## src/rtl/dbuf_pkg.sv

```systemverilog
package dbuf_pkg;

    typedef enum logic [1:0] {
        ST_IDLE     = 2'd0,
        ST_WAIT     = 2'd1,
        ST_HANDOVER = 2'd2
    } own_state_e;

    localparam int ADR_REQ  = 0;
    localparam int ADR_ACK  = 1;
    localparam int ADR_STAT = 2;

    localparam int STAT_VIOL  = 0;
    localparam int STAT_PHASE = 1;
    localparam int STAT_PEND  = 2;

endpackage

```

## src/rtl/dbuf_hs_fsm.sv

```systemverilog
module dbuf_hs_fsm
    import dbuf_pkg::*;
(
    input  logic clk,
    input  logic rst_n,
    input  logic req_wr_en,
    input  logic req_wr_val,
    input  logic hw_done,
    output logic req_q,
    output logic ack_q,
    output logic handover
);

    own_state_e state_q, state_d;

    // state register
    always_ff @(posedge clk or negedge rst_n) begin
        if (!rst_n) state_q <= ST_IDLE;
        else        state_q <= state_d;
    end

    // next-state logic
    always_comb begin
        state_d = state_q;
        unique case (state_q)
            ST_IDLE: begin
                if (req_q != ack_q)
                    state_d = hw_done ? ST_HANDOVER : ST_WAIT;
            end
            ST_WAIT: begin
                if (req_q == ack_q)  state_d = ST_IDLE;
                else if (hw_done)    state_d = ST_HANDOVER;
            end
            ST_HANDOVER: state_d = ST_IDLE;
            default:     state_d = ST_IDLE;
        endcase
    end

    // outputs
    always_comb begin
        handover = (state_q == ST_HANDOVER);
    end

    // handshake bits
    always_ff @(posedge clk or negedge rst_n) begin
        if (!rst_n) begin
            req_q <= 1'b0;
            ack_q <= 1'b0;
        end else begin
            if (req_wr_en && state_q != ST_HANDOVER)
                req_q <= req_wr_val;
            if (state_q == ST_HANDOVER)
                ack_q <= ~ack_q;
        end
    end

endmodule

```

## src/rtl/dbuf_wr_gate.sv

```systemverilog
module dbuf_wr_gate (
    input  logic mem_we,
    input  logic mem_sel,
    input  logic owned_region,
    input  logic freeze,
    output logic we_ok,
    output logic refused
);

    logic allowed;

    always_comb begin
        allowed = (mem_sel == owned_region) && !freeze;
        we_ok   = mem_we && allowed;
        refused = mem_we && !allowed;
    end

endmodule

```

## src/rtl/dbuf_reg_port.sv

```systemverilog
module dbuf_reg_port
    import dbuf_pkg::*;
#(
    parameter int DATA_W = 32,
    parameter int ADDR_W = 2
)(
    input  logic              clk,
    input  logic              rst_n,
    input  logic              reg_we,
    input  logic [ADDR_W-1:0] reg_addr,
    input  logic [DATA_W-1:0] reg_wdata,
    input  logic              req_q,
    input  logic              ack_q,
    input  logic              refuse_any,
    output logic [DATA_W-1:0] reg_rdata,
    output logic              req_wr_en,
    output logic              req_wr_val,
    output logic              viol_q
);

    always_comb begin
        req_wr_en  = reg_we && (reg_addr == ADDR_W'(ADR_REQ));
        req_wr_val = reg_wdata[0];
    end

    always_ff @(posedge clk or negedge rst_n) begin
        if (!rst_n)          viol_q <= 1'b0;
        else if (refuse_any) viol_q <= 1'b1;
    end

    always_comb begin
        reg_rdata = '0;
        if (reg_addr == ADDR_W'(ADR_REQ)) begin
            reg_rdata[0] = req_q;
        end else if (reg_addr == ADDR_W'(ADR_ACK)) begin
            reg_rdata[0] = ack_q;
        end else if (reg_addr == ADDR_W'(ADR_STAT)) begin
            reg_rdata[STAT_VIOL]  = viol_q;
            reg_rdata[STAT_PHASE] = ack_q;
            reg_rdata[STAT_PEND]  = req_q ^ ack_q;
        end
    end

endmodule

```

## src/rtl/dbuf_own_ctrl.sv

```systemverilog
module dbuf_own_ctrl
    import dbuf_pkg::*;
#(
    parameter int DATA_W = 32,
    parameter int ADDR_W = 2
)(
    input  logic              clk,
    input  logic              rst_n,
    input  logic              reg_we,
    input  logic [ADDR_W-1:0] reg_addr,
    input  logic [DATA_W-1:0] reg_wdata,
    output logic [DATA_W-1:0] reg_rdata,
    input  logic              hw_done,
    input  logic              sw_mem_we,
    input  logic              sw_mem_sel,
    input  logic              hw_mem_we,
    input  logic              hw_mem_sel,
    output logic              sw_region,
    output logic              hw_region,
    output logic              sw_mem_we_ok,
    output logic              hw_mem_we_ok
);

    localparam int SIDES = 2;   // index 0 software, 1 hardware

    logic req_q, ack_q, handover, viol_q;
    logic req_wr_en, req_wr_val;
    logic [SIDES-1:0] side_we, side_sel, side_ok, side_refused;
    logic refuse_any;

    dbuf_hs_fsm u_fsm (
        .clk        (clk),
        .rst_n      (rst_n),
        .req_wr_en  (req_wr_en),
        .req_wr_val (req_wr_val),
        .hw_done    (hw_done),
        .req_q      (req_q),
        .ack_q      (ack_q),
        .handover   (handover)
    );

    always_comb begin
        side_we  = {hw_mem_we,  sw_mem_we};
        side_sel = {hw_mem_sel, sw_mem_sel};
    end

    // side s owns region phase ^ s
    for (genvar s = 0; s < SIDES; s++) begin : g_side
        localparam logic SIDE_INV = (s != 0);
        dbuf_wr_gate u_gate (
            .mem_we       (side_we[s]),
            .mem_sel      (side_sel[s]),
            .owned_region (ack_q ^ SIDE_INV),
            .freeze       (handover),
            .we_ok        (side_ok[s]),
            .refused      (side_refused[s])
        );
    end

    always_comb begin
        refuse_any   = |side_refused;
        sw_mem_we_ok = side_ok[0];
        hw_mem_we_ok = side_ok[1];
        sw_region    = ack_q;
        hw_region    = ~ack_q;
    end

    dbuf_reg_port #(.DATA_W(DATA_W), .ADDR_W(ADDR_W)) u_regs (
        .clk        (clk),
        .rst_n      (rst_n),
        .reg_we     (reg_we),
        .reg_addr   (reg_addr),
        .reg_wdata  (reg_wdata),
        .req_q      (req_q),
        .ack_q      (ack_q),
        .refuse_any (refuse_any),
        .reg_rdata  (reg_rdata),
        .req_wr_en  (req_wr_en),
        .req_wr_val (req_wr_val),
        .viol_q     (viol_q)
    );

endmodule

```

## config.mk

```make
export PLATFORM = sky130hd
export DESIGN_NAME = dbuf_own_ctrl
export DESIGN_NICKNAME = d
export VERILOG_FILES = /design/src/rtl/dbuf_pkg.sv /design/src/rtl/dbuf_hs_fsm.sv /design/src/rtl/dbuf_wr_gate.sv /design/src/rtl/dbuf_reg_port.sv /design/src/rtl/dbuf_own_ctrl.sv
export SDC_FILE = /design/constraint.sdc
export NUM_CORES = 1
export LEC_CHECK = 0
export CAP_MARGIN = 20
export CELL_PAD_IN_SITES_DETAIL_PLACEMENT = 0
export CELL_PAD_IN_SITES_GLOBAL_PLACEMENT = 2
export CORE_MARGIN = 1.5
export CORE_UTILIZATION = 10
export DETAILED_ROUTE_END_ITERATION = 7
export HOLD_SLACK_MARGIN = 0.1
export PLACE_DENSITY_LB_ADDON = 0.1
export SLEW_MARGIN = 20
export SYNTH_ARGS = -nofsm -noshare
export SYNTH_HDL_FRONTEND = slang
export SYNTH_SLANG_ARGS = --single-unit
```

## constraint.sdc

```tcl
create_clock -name clk -period 3 [get_ports clk]
set_input_delay 0.6 -clock clk [delete_from_list [all_inputs] [get_ports clk]]
set_output_delay 0.6 -clock clk [all_outputs]
set_load 0.005 [all_outputs]
```

Yosys cells after proc, flatten, opt, wreduce, memory -nomap -nowiden

Cells that the tools add are included.

Memories kept: 0
Input bits: 42
Bits in registers: 5
Bits in writable memories: 0
Output and inout bits: 36
Latch bits: 0
Bits in read-only memories: 0

Reduce and logical (&&, ||, !) cells: 15
Order comparisons: 0
Div/mod/pow operators: 0
Shift operators: 0
Muxes and demuxes: 10
$mul: 0
Eq/ne operators: 11
$add $sub $neg: 0
Bitwise gates (word level): 2

Operators by type and width:

| operator                                               | number |
|---|---|
| 2-to-1 mux 2 bit                                       | 6 |
| logical AND 1 bit                                      | 8 |
| == test 2 x 1 -> 1 bit (second input constant)         | 2 |
| == test 2 bit (second input constant)                  | 2 |
| logical NOT 2 bit                                      | 2 |
| one-hot mux 2 bit (2 select lines)                     | 1 |
| == test 1 bit                                          | 3 |
| logical NOT 1 bit                                      | 3 |
| 2-to-1 mux 3 bit                                       | 1 |
| inequality test 3 x 2 -> 1 bit (second input constant) | 1 |
| 2-to-1 mux 1 bit                                       | 2 |
| inequality test 2 x 1 -> 1 bit (second input constant) | 1 |
| inequality test 2 bit (second input constant)          | 1 |
| AND reduction 2 bit                                    | 1 |
| OR reduction 2 bit                                     | 1 |
| inequality test 1 bit                                  | 1 |
| NOT 1 bit                                              | 1 |
| XOR 1 bit                                              | 1 |

Longest topological paths before layout

Word-level depth: 6
Gate-level depth with buffers: 4

By module

A second synthesis with hierarchy kept.

Cell total of the unflattened synthesis: 60
Area, all modules: 553.0 µm²

By module, submodules not included:

| module        | cells each | instances | area an instance (µm²) |
|---|---|---|---|
| dbuf_reg_port | 40         | 1         | 321.6 |
| dbuf_hs_fsm   | 12         | 1         | 163.9 |
| dbuf_wr_gate  | 3          | 2         | 28.8 |
| dbuf_own_ctrl | 2          | 1         | 10.0 |

Worst setup path after synthesis

No wires, ideal clock.

Path type: input to output
Start point: input port sw_mem_sel
End point: output port sw_mem_we_ok
Stages on the path: 2
Setup slack: 1.448 ns
Data arrival time: 0.952 ns
Required time: 2.400 ns
Path through: xor2_1 nor3b_1

Word-level cells in the longest chain between the ends: 3

RTL lines:

| what              | RTL line            | RTL |
|---|---|---|
| start, declared   | dbuf_own_ctrl.sv:15 | `input logic sw_mem_sel,` |
| == test 1 bit     | dbuf_wr_gate.sv:13  | `allowed = (mem_sel == owned_region) && !freeze;` |
| logical AND 1 bit | dbuf_wr_gate.sv:13  |  |
| logical AND 1 bit | dbuf_wr_gate.sv:14  | `we_ok = mem_we && allowed;` |
| end, declared     | dbuf_own_ctrl.sv:20 | `output logic sw_mem_we_ok,` |

No other way between the ends.

Final worst setup path

Start point: input port reg_addr[1]
End point: output port reg_rdata[1]

Word-level cells in the longest chain between the ends: 4
Elaborated cells on any way between the ends: 6
Classes of those cells: 2 x eq/ne; 3 x mux; 1 x reduce/logical

RTL lines:

| what               | RTL line            | RTL |
|---|---|---|
| start, declared    | dbuf_own_ctrl.sv:10 | `input logic [ADDR_W-1:0] reg_addr,` |
| == test 2 bit      | dbuf_reg_port.sv:37 | `end else if (reg_addr == ADDR_W'(ADR_STAT)) begin` |
| 2-to-1 mux 3 bit   | dbuf_reg_port.sv:37 |  |
| 2-to-1 mux 2 bit   | dbuf_reg_port.sv:35 | `end else if (reg_addr == ADDR_W'(ADR_ACK)) begin` |
| 2-to-1 mux 2 bit * | dbuf_reg_port.sv:33 | `if (reg_addr == ADDR_W'(ADR_REQ)) begin` |
| end, declared      | dbuf_own_ctrl.sv:12 | `output logic [DATA_W-1:0] reg_rdata,` |

Mark *: on every way between the ends. The rest lies on a longest branch, timed or not.

==> results.sh <==
export IMPL_status="complete, no violations"
export IMPL_core_rowCount=25
export IMPL_ys_seq_area_share_pct=24.5
export IMPL_fin_area_um2=686
export IMPL_skew_ps=1.70
export IMPL_cpPeakStageDelay_ps=550
export IMPL_holdPathStages=1
export IMPL_report_power_total_mw=0.438
export IMPL_grt_max_degree=7
export IMPL_power_leakage_nw=0.299
export IMPL_dp_hpwl_um=933
export IMPL_syn_area_per_cell_um2=8.80
export IMPL_critical_path_most_common_cell="clkdlybuf4s50_1"
export IMPL_viasPerCell=2.32
export IMPL_tritoncts="done"
export IMPL_avgRoutedWirePerCell_um=7.56
export IMPL_drtPass1Iterations=4
export IMPL_cts_buffers=3
export IMPL_clk_pin_slew_worst_paths_ps=30
export IMPL_layout_cells_non_filler=144
export IMPL_cts_resized=0
export IMPL_nFillCells=584
export IMPL_die_height_um=74.5
export IMPL_dp_slack_ps=468
export IMPL_max_freq_ghz=0.396
export IMPL_cp_depth=3
export IMPL_place_congestion=0.588
export IMPL_mostFrequentLayoutCell="conb_1"
export IMPL_cts_hold_buf=0
export IMPL_timing_rr_start="u_fsm.ack_q"
export IMPL_finalMaxSlewViolations=0
export IMPL_yosysWarnings=0
export IMPL_r2r_end="u_regs.viol_q"
export IMPL_rsz0062_at_grt="no"
export IMPL_drt_antenna_violating_nets=0
export IMPL_endpoint="reg_rdata[1]"
export IMPL_overflow=0
export IMPL_portBuffers=17
export IMPL_clock_sinks=5
export IMPL_grt_pass1_wl_um=1420
export IMPL_r2r_cells=3
export IMPL_h_tree_depth=1
export IMPL_diodes=0
export IMPL_hold_class="reg -> reg"
export IMPL_die_area_um2=5540
export IMPL_tns_ps=0
export IMPL_setup_slack_ps=472
export IMPL_hold_viol_final=0
export IMPL_critical_path_arrival_ps=1930
export IMPL_p_int_mw=0.294
export IMPL_placed_area_um2=641
export IMPL_drtIter0Drc=18
export IMPL_min_period_over_period_pct=84.3
export IMPL_wirelength_um=1090
export IMPL_p_clk_share_pct=27.9
export IMPL_drc=0
export IMPL_final_cell_mix="conb_1, clkdlybuf4s50_1, dfrtp_1"
export IMPL_layout_nets=120
export IMPL_dieWidth_um=74.5
export IMPL_grt_usage_pct=3.69
export IMPL_antenna_found_initial=0
export IMPL_initial_utilization_pct=10.6
export IMPL_vias=334
export IMPL_ys_seq_elements=5
export IMPL_cap_violations=0
export IMPL_post_cts_repair_setup_buffers=0
export IMPL_syn_instance_count=58
export IMPL_clk_latency_ps=220
export IMPL_first_global_vias=273
export IMPL_core_area_um2=4820
export IMPL_dp_cells=140
export IMPL_ir_drop_mv=0.127
export IMPL_seq_power_share_pct=27.0
export IMPL_io_pins=78
export IMPL_netlist_area_um2=510
export IMPL_cts_buffer_depth=2
export IMPL_startpoint="reg_addr[1]"
export IMPL_swShare_pct=33.0
export IMPL_crit_path_end_kind="output pin"
export IMPL_cp_top_family="buffers and inverters"
export IMPL_synth_distinct_cells=20
export IMPL_critical_path_class="in -> out"
export IMPL_finalCriticalPeriod_ps=2530
export IMPL_areaGrowthSynthToFinish_pct=34.3
export IMPL_path_buf_inv=2
export IMPL_cpMaxStageDelayCell="clkdlybuf4s50_1"
export IMPL_setup_viol=0
export IMPL_clockRootBuffer="clkbuf_8"
export IMPL_comb_power_share_pct=45.1
export IMPL_critPathMaxFanout=5
export IMPL_power_density_nw_per_um2=639
export IMPL_cp_required_ps=2400
export IMPL_crit_chain="clkdlybuf4s50_1 -> nor3b_1 -> clkdlybuf4s50_1"
export IMPL_p_sw_mw=0.145
export IMPL_reg2reg_slack_ps=1770
export IMPL_crit_path_start_kind="input port"
export IMPL_drive_gt1_share_pct=5.19
==> cell usage after synthesis <==
cell	number	share of area [%]
xnor2_1	2	3.4
buf_4	29	43
nand3_1	1	0.98
o21a_1	1	1.5
a211o_1	1	1.7
nor2b_1	1	1.2
dfrtp_1	5	25
and3_1	1	1.2
buf_6	1	2.2
conb_1	1	0.73
mux2_2	1	2.2
nand2b_1	1	1.2
nor3_1	1	0.98
o22ai_1	1	1.2
xor2_1	2	3.4
inv_1	1	0.73
mux2i_1	1	2.0
nand2_1	2	1.5
nor2_1	1	0.73
nor3b_1	4	5.9
==> cell families after synthesis <==
family / synth area share [%]
xor+xnor: 6.86
other cells: 0.735
flops: 24.5
compound gates: 4.41
mux: 4.17
buf+inv: 45.6
simple gates: 13.7
==> power groups by stage <==
stage	combinational, mW	sequential [mW]	clock (mW)
after floorplan	0.149	0.106	0
after global placement	0.201	0.123	0
after detailed placement	0.200	0.121	0
after CTS	0.202	0.119	0.130
after global routing	0.219	0.124	0.132
final	0.198	0.118	0.122
==> final cells by class <==
| type | count | area, um^2 | area share (%) |
|---|---|---|---|
| Tap cell | 67 | 83.8 | 12.2 |
| Sequential cell | 5 | 125 | 18.2 |
| Clock buffer | 4 | 45.0 | 6.57 |
| Timing Repair Buffer | 17 | 170 | 24.8 |
| Multi-Input combinational cell | 50 | 258 | 37.6 |
| Inverter | 1 | 3.75 | 0.547 |
==> sequential cells by signal (all words and copies together) (netlist names) <==
register,count
u_fsm.ack_q,1
u_fsm.req_q,1
u_fsm.state_q,2
u_regs.viol_q,1
==> through the flow <==
step,util [%],hold slack [ps]
detailed placement,13.3,469
CTS,14.2,474
global placement,13.3,467
floorplan,-,304
finish,14.2,472
global route,14.2,503
==> how the worst min path moves through the flow <==
stage	from	to	slack, ps
global route	u_fsm.state_q[1]	u_fsm.state_q[0]	500
CTS	u_fsm.state_q[1]	u_fsm.state_q[0]	470
detailed placement	u_fsm.state_q[1]	u_fsm.state_q[0]	470
floorplan	rst_n	u_fsm.ack_q	300
finish	u_fsm.state_q[1]	u_fsm.state_q[0]	470
global placement	u_fsm.state_q[1]	u_fsm.state_q[0]	470
==> worst reg2reg max path: cells and delay by family, from the launching register on <==
kind,cells,cell delay [ps]
xor gates and xnor gates,1,210
AOI/OAI and AO/OA,2,450
DFF,1,460
==> routing by layer <==
metal / track usage, % / vias up / part of all wire (%)
met3: 3.25 / 0 / 14
met1: 3.98 / 145 / 36
met5: 0 / - / 0
met2: 5.56 / 24 / 49
li1: - / 165 / -
met4: 0.606 / 0 / 0
(Power assumes the default switching activity.)
